### src/rtl/way_maint_pkg.sv
package way_maint_pkg;
  localparam int CW_W      = 32;
  localparam int CW_GO     = 31;
  localparam int CW_REQ_LO = 24;
  localparam int REQ_W     = 4;
  localparam int POL_W     = 4;

  typedef enum logic [1:0] {
    WM_IDLE = 2'd0,
    WM_SCAN = 2'd1,
    WM_PUSH = 2'd2
  } wm_state_t;
endpackage

### src/rtl/way_ctrl_reg.sv
module way_ctrl_reg
  import way_maint_pkg::*;
(
  input  logic             clk,
  input  logic             rst_n,
  input  logic             cfg_wr,
  input  logic [CW_W-1:0]  cfg_wdata,
  input  logic             busy,
  output logic [CW_W-1:0]  cfg_rdata,
  output logic             start,
  output logic [REQ_W-1:0] req,
  output logic             cache_en,
  output logic             wbuf_en,
  output logic             force_wt,
  output logic             no_alloc
);
  logic [POL_W-1:0] pol_q;
  logic [REQ_W-1:0] req_q;

  always_ff @(posedge clk) begin
    if (!rst_n) begin
      pol_q <= '0;
      req_q <= '0;
    end else if (cfg_wr) begin
      pol_q <= cfg_wdata[POL_W-1:0];
      if (!busy) req_q <= cfg_wdata[CW_REQ_LO +: REQ_W];
    end
  end

  assign start    = cfg_wr && cfg_wdata[CW_GO] && !busy;
  assign req      = req_q;
  assign cache_en = pol_q[0];
  assign wbuf_en  = pol_q[1];
  assign force_wt = pol_q[2];
  assign no_alloc = pol_q[3] && pol_q[2];

  always_comb begin
    cfg_rdata = '0;
    cfg_rdata[POL_W-1:0]           = pol_q;
    cfg_rdata[CW_REQ_LO +: REQ_W]  = req_q;
    cfg_rdata[CW_GO]               = busy;
  end

  AST_POLICY_TRACKS: assert property (@(posedge clk) disable iff (!rst_n)
    cfg_wr |=> (cache_en == $past(cfg_wdata[0])) && (force_wt == $past(cfg_wdata[2])));
endmodule

### src/rtl/way_line_store.sv
module way_line_store #(
  parameter int IDX_W  = 3,
  parameter int TAG_W  = 8,
  parameter int DATA_W = 32
) (
  input  logic              clk,
  input  logic              rst_n,
  input  logic              ld_en,
  input  logic              ld_way,
  input  logic [IDX_W-1:0]  ld_idx,
  input  logic [TAG_W-1:0]  ld_tag,
  input  logic [DATA_W-1:0] ld_data,
  input  logic              ld_dirty,
  input  logic              wk_way,
  input  logic [IDX_W-1:0]  wk_idx,
  input  logic              wk_clr_valid,
  input  logic              wk_clr_dirty,
  output logic              wk_valid,
  output logic              wk_dirty,
  output logic [TAG_W-1:0]  wk_tag,
  output logic [DATA_W-1:0] wk_data,
  input  logic              pr_way,
  input  logic [IDX_W-1:0]  pr_idx,
  output logic              pr_valid,
  output logic              pr_dirty
);
  localparam int ENTRIES = 2 << IDX_W;
  localparam int SEL_W   = IDX_W + 1;

  logic [ENTRIES-1:0] valid_q, dirty_q, valid_d, dirty_d;
  logic [TAG_W-1:0]   tag_q  [ENTRIES];
  logic [DATA_W-1:0]  data_q [ENTRIES];
  logic [SEL_W-1:0]   ld_sel, wk_sel, pr_sel;

  assign ld_sel = {ld_way, ld_idx};
  assign wk_sel = {wk_way, wk_idx};
  assign pr_sel = {pr_way, pr_idx};

  for (genvar e = 0; e < ENTRIES; e++) begin : g_line
    logic hit_ld, hit_wk;
    assign hit_ld = ld_en && (ld_sel == SEL_W'(e));
    assign hit_wk = wk_sel == SEL_W'(e);
    assign valid_d[e] = hit_ld ? 1'b1 :
                        (hit_wk && wk_clr_valid) ? 1'b0 : valid_q[e];
    assign dirty_d[e] = hit_ld ? ld_dirty :
                        (hit_wk && (wk_clr_valid || wk_clr_dirty)) ? 1'b0 : dirty_q[e];
  end

  always_ff @(posedge clk) begin
    if (!rst_n) begin
      valid_q <= '0;
      dirty_q <= '0;
    end else begin
      valid_q <= valid_d;
      dirty_q <= dirty_d;
    end
  end

  always_ff @(posedge clk) begin
    if (ld_en) begin
      tag_q[ld_sel]  <= ld_tag;
      data_q[ld_sel] <= ld_data;
    end
  end

  assign wk_valid = valid_q[wk_sel];
  assign wk_dirty = dirty_q[wk_sel];
  assign wk_tag   = tag_q[wk_sel];
  assign wk_data  = data_q[wk_sel];
  assign pr_valid = valid_q[pr_sel];
  assign pr_dirty = dirty_q[pr_sel];

  AST_DIRTY_IMPLIES_VALID: assert property (@(posedge clk) disable iff (!rst_n)
    wk_dirty |-> wk_valid);
endmodule

### src/rtl/way_walker.sv
module way_walker
  import way_maint_pkg::*;
#(
  parameter int IDX_W  = 3,
  parameter int TAG_W  = 8,
  parameter int DATA_W = 32,
  parameter int ADDR_W = 32
) (
  input  logic              clk,
  input  logic              rst_n,
  input  logic              start,
  input  logic [REQ_W-1:0]  req,
  output logic              busy,
  output logic              cur_way,
  output logic [IDX_W-1:0]  cur_idx,
  input  logic              line_valid,
  input  logic              line_dirty,
  input  logic [TAG_W-1:0]  line_tag,
  input  logic [DATA_W-1:0] line_data,
  output logic              clr_valid,
  output logic              clr_dirty,
  output logic              mem_valid,
  input  logic              mem_ready,
  output logic [ADDR_W-1:0] mem_addr,
  output logic [DATA_W-1:0] mem_data
);
  localparam int LINE_AW = TAG_W + IDX_W + 2;

  wm_state_t        st_q, st_d;
  logic             way_q;
  logic [IDX_W-1:0] idx_q;
  logic             want_inv, want_push, advance, last_line;

  assign want_inv  = req[{way_q, 1'b0}];
  assign want_push = req[{way_q, 1'b1}];
  assign last_line = way_q && (idx_q == '1);

  always_comb begin
    st_d      = st_q;
    advance   = 1'b0;
    clr_valid = 1'b0;
    clr_dirty = 1'b0;
    unique case (st_q)
      WM_IDLE: if (start) st_d = WM_SCAN;
      WM_SCAN: begin
        if (want_push && line_valid && line_dirty) begin
          st_d = WM_PUSH;
        end else begin
          clr_valid = want_inv;
          advance   = 1'b1;
        end
      end
      WM_PUSH: begin
        if (mem_ready) begin
          clr_dirty = 1'b1;
          clr_valid = want_inv;
          advance   = 1'b1;
          st_d      = WM_SCAN;
        end
      end
      default: st_d = WM_IDLE;
    endcase
    if (advance && last_line) st_d = WM_IDLE;
  end

  always_ff @(posedge clk) begin
    if (!rst_n) begin
      st_q  <= WM_IDLE;
      way_q <= 1'b0;
      idx_q <= '0;
    end else begin
      st_q <= st_d;
      if (st_q == WM_IDLE && start) begin
        way_q <= 1'b0;
        idx_q <= '0;
      end else if (advance) begin
        idx_q <= idx_q + 1'b1;
        if (idx_q == '1) way_q <= 1'b1;
      end
    end
  end

  assign busy      = st_q != WM_IDLE;
  assign cur_way   = way_q;
  assign cur_idx   = idx_q;
  assign mem_valid = st_q == WM_PUSH;
  assign mem_addr  = ADDR_W'({line_tag, idx_q, 2'b00});
  assign mem_data  = line_data;

  AST_HOLD_BEAT: assert property (@(posedge clk) disable iff (!rst_n)
    mem_valid && !mem_ready |=> mem_valid && $stable(mem_addr) && $stable(mem_data));
  AST_PUSH_ONLY_MODIFIED: assert property (@(posedge clk) disable iff (!rst_n)
    mem_valid |-> line_valid && line_dirty);
  AST_QUIET_WHEN_IDLE: assert property (@(posedge clk) disable iff (!rst_n)
    !busy |-> !mem_valid && !clr_valid && !clr_dirty);
endmodule

### src/rtl/way_maint_seq.sv
module way_maint_seq
  import way_maint_pkg::*;
#(
  parameter int IDX_W  = 3,
  parameter int TAG_W  = 8,
  parameter int DATA_W = 32,
  parameter int ADDR_W = 32
) (
  input  logic              clk,
  input  logic              rst_n,
  input  logic              cfg_wr,
  input  logic [31:0]       cfg_wdata,
  output logic [31:0]       cfg_rdata,
  output logic              cache_en,
  output logic              wbuf_en,
  output logic              force_wt,
  output logic              no_alloc,
  input  logic              ld_en,
  input  logic              ld_way,
  input  logic [IDX_W-1:0]  ld_idx,
  input  logic [TAG_W-1:0]  ld_tag,
  input  logic [DATA_W-1:0] ld_data,
  input  logic              ld_dirty,
  input  logic              pr_way,
  input  logic [IDX_W-1:0]  pr_idx,
  output logic              pr_valid,
  output logic              pr_dirty,
  output logic              mem_valid,
  input  logic              mem_ready,
  output logic [ADDR_W-1:0] mem_addr,
  output logic [DATA_W-1:0] mem_data
);
  logic             busy, start, clr_valid, clr_dirty;
  logic [REQ_W-1:0] req;
  logic             cur_way, line_valid, line_dirty;
  logic [IDX_W-1:0] cur_idx;
  logic [TAG_W-1:0] line_tag;
  logic [DATA_W-1:0] line_data;

  way_ctrl_reg u_ctrl (
    .clk(clk), .rst_n(rst_n), .cfg_wr(cfg_wr), .cfg_wdata(cfg_wdata),
    .busy(busy), .cfg_rdata(cfg_rdata), .start(start), .req(req),
    .cache_en(cache_en), .wbuf_en(wbuf_en), .force_wt(force_wt),
    .no_alloc(no_alloc)
  );

  way_line_store #(.IDX_W(IDX_W), .TAG_W(TAG_W), .DATA_W(DATA_W)) u_store (
    .clk(clk), .rst_n(rst_n),
    .ld_en(ld_en && !busy), .ld_way(ld_way), .ld_idx(ld_idx),
    .ld_tag(ld_tag), .ld_data(ld_data), .ld_dirty(ld_dirty),
    .wk_way(cur_way), .wk_idx(cur_idx),
    .wk_clr_valid(clr_valid), .wk_clr_dirty(clr_dirty),
    .wk_valid(line_valid), .wk_dirty(line_dirty),
    .wk_tag(line_tag), .wk_data(line_data),
    .pr_way(pr_way), .pr_idx(pr_idx), .pr_valid(pr_valid), .pr_dirty(pr_dirty)
  );

  way_walker #(.IDX_W(IDX_W), .TAG_W(TAG_W), .DATA_W(DATA_W), .ADDR_W(ADDR_W)) u_walk (
    .clk(clk), .rst_n(rst_n), .start(start), .req(req), .busy(busy),
    .cur_way(cur_way), .cur_idx(cur_idx),
    .line_valid(line_valid), .line_dirty(line_dirty),
    .line_tag(line_tag), .line_data(line_data),
    .clr_valid(clr_valid), .clr_dirty(clr_dirty),
    .mem_valid(mem_valid), .mem_ready(mem_ready),
    .mem_addr(mem_addr), .mem_data(mem_data)
  );

  AST_REQ_HELD_WHILE_BUSY: assert property (@(posedge clk) disable iff (!rst_n)
    cfg_rdata[31] && cfg_wr |=> cfg_rdata[27:24] == $past(cfg_rdata[27:24]));
endmodule

### config.mk
export PLATFORM = sky130hd
export DESIGN_NAME = way_maint_seq
export DESIGN_NICKNAME = d
export VERILOG_FILES = /design/src/rtl/way_maint_pkg.sv /design/src/rtl/way_ctrl_reg.sv /design/src/rtl/way_line_store.sv /design/src/rtl/way_walker.sv /design/src/rtl/way_maint_seq.sv
export SDC_FILE = /design/constraint.sdc
export NUM_CORES = 1
export LEC_CHECK = 0
export BUFFER_PORTS_ARGS = -buffer_cell sky130_fd_sc_hd__clkbuf_2
export CORE_MARGIN = 4
export CORE_UTILIZATION = 54
export DETAILED_ROUTE_END_ITERATION = 10
export PLACE_DENSITY = 0.78
export SYNTH_ARGS = -nofsm -noshare
export SYNTH_HDL_FRONTEND = slang
export SYNTH_SLANG_ARGS = --single-unit
### constraint.sdc
create_clock -name clk -period 2.8 [get_ports clk]
set_clock_uncertainty 0.05 [all_clocks]
set_input_delay 0.56 -clock clk [delete_from_list [all_inputs] [get_ports clk]]
set_output_delay 0.56 -clock clk [all_outputs]
set_load 0.01 [all_outputs]
==> results of run 1 <==
==> per-stage QoR <==
| step | utilization | hold slack (ns) |
|---|---|---|
| after detailed placement | 0.586 | 0.429 |
| final | 0.636 | 0.172 |
| after global routing | 0.636 | 0.174 |
| after CTS | 0.631 | 0.144 |
| after global placement | 0.586 | 0.416 |
| after floorplan | - | 0.404 |
==> per-layer routing <==
layer	vias to the layer above	share of wire
met2	724	0.52
met5	-	0.00035
met3	95	0.078
met4	4	0.025
met1	7135	0.37
li1	5550	-
==> layout by cell type (no fill, tap or decap), types with 10 or more instances in the layout <==
cell type,Yosys,layout
sky130_fd_sc_hd__a31oi_1,17,17
sky130_fd_sc_hd__buf_12,0,33
sky130_fd_sc_hd__buf_4,48,24
sky130_fd_sc_hd__clkbuf_1,24,19
sky130_fd_sc_hd__clkbuf_16,0,75
sky130_fd_sc_hd__clkbuf_2,0,117
sky130_fd_sc_hd__clkinv_1,1,13
sky130_fd_sc_hd__conb_1,1,44
sky130_fd_sc_hd__dfxtp_1,46,42
sky130_fd_sc_hd__edfxtp_1,640,640
sky130_fd_sc_hd__inv_1,27,11
sky130_fd_sc_hd__inv_2,0,16
sky130_fd_sc_hd__mux4_2,217,217
sky130_fd_sc_hd__nand2_1,34,34
sky130_fd_sc_hd__nand3_1,20,20
sky130_fd_sc_hd__o21ai_0,30,30
sky130_fd_sc_hd__o22ai_1,10,10
==> tightest hold or removal path, cell delays in order <==
cell and delay, ns:
sky130_fd_sc_hd__clkbuf_2 0.07, sky130_fd_sc_hd__mux2i_1 0.06, sky130_fd_sc_hd__nor2_1 0.08
==> worst min-delay path by stage <==
stage                               to  cells after the start
floorplan           u_store.dirty_q[6]                      2
global placement         u_ctrl.req[1]                      2
detailed placement  u_store.dirty_q[6]                      2
global route           u_ctrl.pol_q[3]                      3
CTS                    u_ctrl.pol_q[3]                      3
finish                 u_ctrl.pol_q[3]                      3
==> layout make-up <==
type                            instances  area [sq um]  share of cell area
Sequential cell                       686         20200               0.644
Multi-Input combinational cell        459          6270               0.201
Clock buffer                           93          1890              0.0604
Timing Repair Buffer                  194          1810              0.0578
Tap cell                              664           831              0.0266
Clock inverter                         27           208             0.00664
Inverter                               28           105             0.00336
Antenna cell                            2          5.00            0.000160
==> logic make-up (layout without fill, tap and decap cells) <==
| logic type | Yosys count | in the layout | synth area share |
|---|---|---|---|
| flip-flops | 686 | 686 | 0.746 |
| buffers and inverters | 136 | 342 | 0.0272 |
| AO/OA/AOI/OAI | 91 | 91 | 0.0214 |
| other | 1 | 46 | 0.000139 |
| AND/OR/NAND/NOR | 88 | 88 | 0.0159 |
| multiplexers | 227 | 227 | 0.185 |
| adder cells (fa/ha/maj) | 9 | 9 | 0.00417 |
==> timing repair <==
item | CTS | global route
resized for setup | 10 | 7
setup buffers | 5 | 10
hold endpoints to repair | 0 | 0
cloned | 2 | 5
hold buffers | 0 | 0
endpoints found under the setup margin | 40 | 40
==> flip-flops by register name, indices dropped and copies added (netlist names) <==
signal           cells
u_walk.st_q          2
u_store.valid_q     16
u_store.data_q     512
u_walk.cur_idx       3
u_ctrl.pol_q         4
u_store.tag_q      128
u_ctrl.req           4
u_store.dirty_q     16
u_walk.cur_way       1
==> where the power goes <==
part           internal [uW]  leakage, uW  switching, uW
sequential             11400      0.00615           64.3
clock                   4930      0.00101           3720
combinational            552      0.00283            682
total                  16900       0.0100           4470
==> flow_summary.toml, run 1 <==
[run_status]
run_status = "finished with violations"
violations = "negative setup slack"

[critical_path]
worst_path_most_repeated_cell = "sky130_fd_sc_hd__mux4_2"
crit-reg2reg-launch = "u_walk.cur_idx[1]"
number_of_buffers_and_inverters_on_the_critical_path = 3
setup_crit_end_kind = "primary output"
startpoint_type = "flip-flop"
timing.critical_path.from = "u_walk.cur_idx[0]"
worstReg2RegEnd = "u_store.dirty_q[4]"
worst-r2r-cell-count = 7
worst_path_dominant_cell_family = "multiplexers"
cpMaxStageDelayCell = "sky130_fd_sc_hd__mux4_2"
critical_path.max_fanout = 11
critical_path.max_stage_delay_ns = 0.53
path_cells = "buf_12 -> buf_6 -> mux4_2 -> mux4_2 -> clkbuf_2"
critPathKind = "flip-flop to primary output"
worst-endpoint-required_ns = 2.19
timing.critical_path.depth = 5
reg2reg_slack_ns = 0.17
arrival_ns = 2.59
timing.critical_path.to = "mem_data[11]"

[timing]
slew_viol_final = 0
clock.fmax_mhz = 312
final_min_period_over_clock_period = 1.14
timing_hold_violations_final = 0
setup_viol = 40
postLayoutSetupSlackWorst_ns = -0.403
setup_repair_after_global_routing_missed_its_margin = "true"
timing_worst_slew_pin_value_ns = 0.521
fin_tns_setup_ns = -13.98
max_slew_margin = 0.651
layout_min_cycle_time_ns = 3.20

[placement]
placed_cell_area_sq_um = 28800
routabilityCongestion = 0.873
buffer_ports.inserted = 121
hpwl_after_dpl_um = 31200
dpl.cell_count = 2009
detailedPlace.worstSlack_ns = 0.120

[global_routing]
globalRouteOverflowTotal = 0
grt_use_met3 = 0.0399
grt_start_max_net_pins = 53
gr-usage-met1 = 0.313
track_usage = 0.230
grt.met2_usage = 0.387
grt_most_used_layer = "met2"
grt_pass1_vias = 13700
antenna_found_initial = 5
grt_first_pass_wirelength_um = 90100

[layout]
final_layout_size_suffix_gt1_frac = 0.353
final_cells = 2153
nNetsFinal = 1532
final.fill_count = 3178
layout-area-overhead-vs-synth_pct = 15.9
final_cell_area_sq_um = 31300

[drt]
drcViolationCount = 0
finalWirelength_um = 62000
dr.first_iter.drc_count = 1815
vias = 13500
iteration_count_of_the_initial_detailed_routing_pass = 5
avgViaCountPerCell = 6.27
route.detailed.wl_per_inst_um = 28.8
antenna_left = 0

[die]
ios = 189
core_area_sq_um = 49200
dieArea_sq_um = 53600
number_of_cell_rows = 81
overall_die_height_um = 232
die_width_um = 232
initial_core_util = 0.549

[logic_synthesis]
syn-instance-count = 1238
synth_most_common_cell = "sky130_fd_sc_hd__edfxtp_1"
synthDominantAreaCellType = "sky130_fd_sc_hd__edfxtp_1"
ys_async_sr_fraction = 0
synth_area_leaders = "sky130_fd_sc_hd__edfxtp_1, sky130_fd_sc_hd__mux4_2, sky130_fd_sc_hd__dfxtp_1"
sequential_share_of_the_synthesized_area = 0.746
synth-edff-count = 640
ys_seq_elements = 686
yosys_warnings = 0
ys_top_cells_by_count = "sky130_fd_sc_hd__edfxtp_1, sky130_fd_sc_hd__mux4_2, sky130_fd_sc_hd__buf_4"
ys_dominant_reg_cell = "sky130_fd_sc_hd__edfxtp_1"
syn-mean-instance-area_sq_um = 21.8
netlist.area_leader.share = 0.712
syn_area_sq_um = 27000
yosysUniqueCellTypes = 41

[pwr]
power.leakage_uw = 0.0100
p_per_area_nw_per_um2 = 682
vdd_ir_drop_max_mv = 0.584
total_power_uw = 21300

[hold_path]
min_from = "cfg_wdata[3]"
hp-class = "primary input to flip-flop"

[clocking]
tritoncts = "done"
clock_path_buffers = 3
cts_root_buf = "sky130_fd_sc_hd__clkbuf_16"
clock_insertion_delay_at_the_later_pin_of_the_skew_report_ns = 0.59
clock_tree.htree_level_count = 3
clkTransAtPathRegs_ns = 0.06
numClockSinks = 686
cts-buffers-inserted = 68

[flow_run]
drv.max_cap_violation_count = 0
(Power assumes the default switching activity.)
==> run 2: changes to the inputs <==
--- a/config.mk
+++ b/config.mk
@@ -5,10 +5,12 @@
 export SDC_FILE = /design/constraint.sdc
 export NUM_CORES = 1
 export LEC_CHECK = 0
+export ABC_AREA = 0
 export BUFFER_PORTS_ARGS = -buffer_cell sky130_fd_sc_hd__clkbuf_2
 export CORE_MARGIN = 4
 export CORE_UTILIZATION = 54
 export DETAILED_ROUTE_END_ITERATION = 10
+export MAX_ROUTING_LAYER = met4
 export PLACE_DENSITY = 0.78
 export SYNTH_ARGS = -nofsm -noshare
 export SYNTH_HDL_FRONTEND = slang
==> constraint.sdc (replaced) <==
create_clock -name clk -period 2.8 [get_ports clk]
set_clock_uncertainty 0.05 [all_clocks]
set_input_delay 0.14 -clock clk [delete_from_list [all_inputs] [get_ports clk]]
set_output_delay 0.14 -clock clk [all_outputs]
set_load 0.01 [all_outputs]
==> flow_summary.toml, run 2 (synthesized netlist as in run 1, its figures left out) <==
[drt]
avgViaCountPerCell = 6.20
antenna_left = 0
vias = 13800
dr.first_iter.drc_count = 1915
finalWirelength_um = 64500
drcViolationCount = 0
iteration_count_of_the_initial_detailed_routing_pass = 5
route.detailed.wl_per_inst_um = 28.9

[placement]
hpwl_after_dpl_um = 31100
dpl.cell_count = 2005
placed_cell_area_sq_um = 28700
routabilityCongestion = 0.882
buffer_ports.inserted = 121

[layout]
layout-area-overhead-vs-synth_pct = 18.8
nNetsFinal = 1605
largest_register_ffs = 512
multi_input_logic_area_sq_um = 6270
leading_cell_type_in_the_layout_fill_and_taps_excluded = "sky130_fd_sc_hd__edfxtp_1"
regArea_sq_um = 20200
layout_common_cells = "sky130_fd_sc_hd__edfxtp_1, sky130_fd_sc_hd__mux4_2, sky130_fd_sc_hd__clkbuf_2, sky130_fd_sc_hd__clkbuf_16, sky130_fd_sc_hd__dlygate4sd3_1"
final.fill_count = 3098
final_cells = 2227
layout_top_registers = "u_store.data_q x512, u_store.tag_q x128"
top_register = "u_store.data_q"
final_cell_area_sq_um = 32100
final_layout_size_suffix_gt1_frac = 0.343

[die]
die_width_um = 232
number_of_cell_rows = 81
overall_die_height_um = 232
dieArea_sq_um = 53600
initial_core_util = 0.549
core_area_sq_um = 49200
ios = 189

[critical_path]
critPathKind = "flip-flop to primary output"
setup_crit_end_kind = "primary output"
worst-endpoint-required_ns = 2.61
arrival_ns = 2.63
startpoint_type = "flip-flop"
critical_path.max_fanout = 7

[timing]
setup_repair_after_global_routing_missed_its_margin = "true"
max_slew_margin = 0.573
timing_worst_slew_pin_value_ns = 0.638
setup_viol = 7
clock.fmax_mhz = 355
layout_min_cycle_time_ns = 2.82
final_min_period_over_clock_period = 1.01
postLayoutSetupSlackWorst_ns = -0.0154
timing_hold_violations_final = 0
slew_viol_final = 0

[pwr]
power_report.internal_total_uw = 17100
seq_power_share = 0.528
switching_share = 0.211
vdd_ir_drop_max_mv = 0.537
total_power_uw = 21700
power.leakage_uw = 0.0103
pwr-share-comb = 0.063
fraction_of_power_consumed_by_the_clock_network = 0.410
p_per_area_nw_per_um2 = 677
power.switching_uw = 4590

[global_routing]
grt_start_max_net_pins = 49
antenna_found_initial = 4
track_usage = 0.247
globalRouteOverflowTotal = 0
grt_first_pass_wirelength_um = 94100
grt_pass1_vias = 14300

[flow_run]
drv.max_cap_violation_count = 0

[run_status]
run_status = "finished with violations"
violations = "negative setup slack"

[clocking]
cts-buffers-inserted = 71
clock_path_buffers = 3
clock_insertion_delay_at_the_later_pin_of_the_skew_report_ns = 0.58
cts_root_buf = "sky130_fd_sc_hd__clkbuf_16"
tritoncts = "done"
clkTransAtPathRegs_ns = 0.06
numClockSinks = 686
clock_tree.htree_level_count = 3

[hold_path]
hp-class = "primary input to flip-flop"
==> run 2: cell types whose count changed in the layout (fill, tap and decap cells not counted), moves of 2 or more <==
cell and delta:
sky130_fd_sc_hd__buf_16 +4, sky130_fd_sc_hd__clkbuf_8 -3, sky130_fd_sc_hd__dlygate4sd3_1 +69, sky130_fd_sc_hd__diode_2 +2
sky130_fd_sc_hd__clkinv_1 -5, sky130_fd_sc_hd__clkbuf_16 +3, sky130_fd_sc_hd__clkinv_2 +8, sky130_fd_sc_hd__buf_12 -3
sky130_fd_sc_hd__inv_6 -2
==> run 2: repair_timing <==
action,CTS,global route
pin swaps,0,0
endpoints found under the hold margin,658,0
hold buffers,69,0
gates resized for setup,10,9
setup endpoints to repair,40,37
setup buffers,10,7
gates cloned,6,4
==> run 2: worst paths after layout <==
kind	start	end	slack, ns	depth (start not counted)
worst max-delay path	u_walk.cur_idx[0]	mem_data[7]	-0.02	6
worst min-delay path	ld_way	u_store.valid_q[0]	0.04	4
worst min register to register	u_store.dirty_q[14]	u_store.dirty_q[14]	0.44	2
worst max register to register	u_walk.cur_idx[1]	u_store.dirty_q[12]	0.20	7
==> run 2: area by class of cell <==
| class | count | share of cell area |
|---|---|---|
| diodes | 4 | 0.000312 |
| clock buffers | 94 | 0.0608 |
| clock inverters | 28 | 0.00667 |
| inverters | 28 | 0.00328 |
| multi-input cells | 459 | 0.196 |
| flip-flops and latches | 686 | 0.629 |
| well taps | 664 | 0.0259 |
| repair buffers | 264 | 0.0787 |
==> run 2: power groups by stage <==
| stage | Sequential [uW] | Clock, uW | Combinational [uW] |
|---|---|---|---|
| detailed placement | 11700 | 0 | 1120 |
| floorplan | 11600 | 0 | 708 |
| CTS | 11400 | 9000 | 1310 |
| finish | 11500 | 8890 | 1360 |
| global placement | 11700 | 0 | 1090 |
| global route | 11500 | 9490 | 1460 |
==> run 2: layer usage <==
metal / GRT usage / vias to the layer above / part of all wire
li1: - / 5694 / -
met1: 0.318 / 7200 / 0.37
met2: 0.418 / 794 / 0.53
met3: 0.0372 / 124 / 0.077
met4: 0.0654 / 0 / 0.027
met5: - / - / 0
==> run 2: worst max-delay path, stage by stage (launching register included) <==
cell and delay (ns):
sky130_fd_sc_hd__dfxtp_4 0.41, sky130_fd_sc_hd__buf_12 0.18, sky130_fd_sc_hd__buf_4 0.15, sky130_fd_sc_hd__buf_16 0.13, sky130_fd_sc_hd__mux4_2 0.54, sky130_fd_sc_hd__mux4_2 0.48, sky130_fd_sc_hd__clkbuf_2 0.14
==> run 2: through the flow <==
step / TNS [ns] / hold slack [ns] / util / worst slack, ns
4_1_cts: -0.393 / 0.00318 / 0.648 / -0.0565
2_1_floorplan: 0 / 0.189 / - / 0.167
6_report: -0.0547 / 0.0409 / 0.652 / -0.0154
3_3_place_gp: 0 / 0.327 / 0.584 / 0.293
5_1_grt: -1.35 / 0.0714 / 0.652 / -0.0819
3_5_place_dp: 0 / 0.334 / 0.584 / 0.290
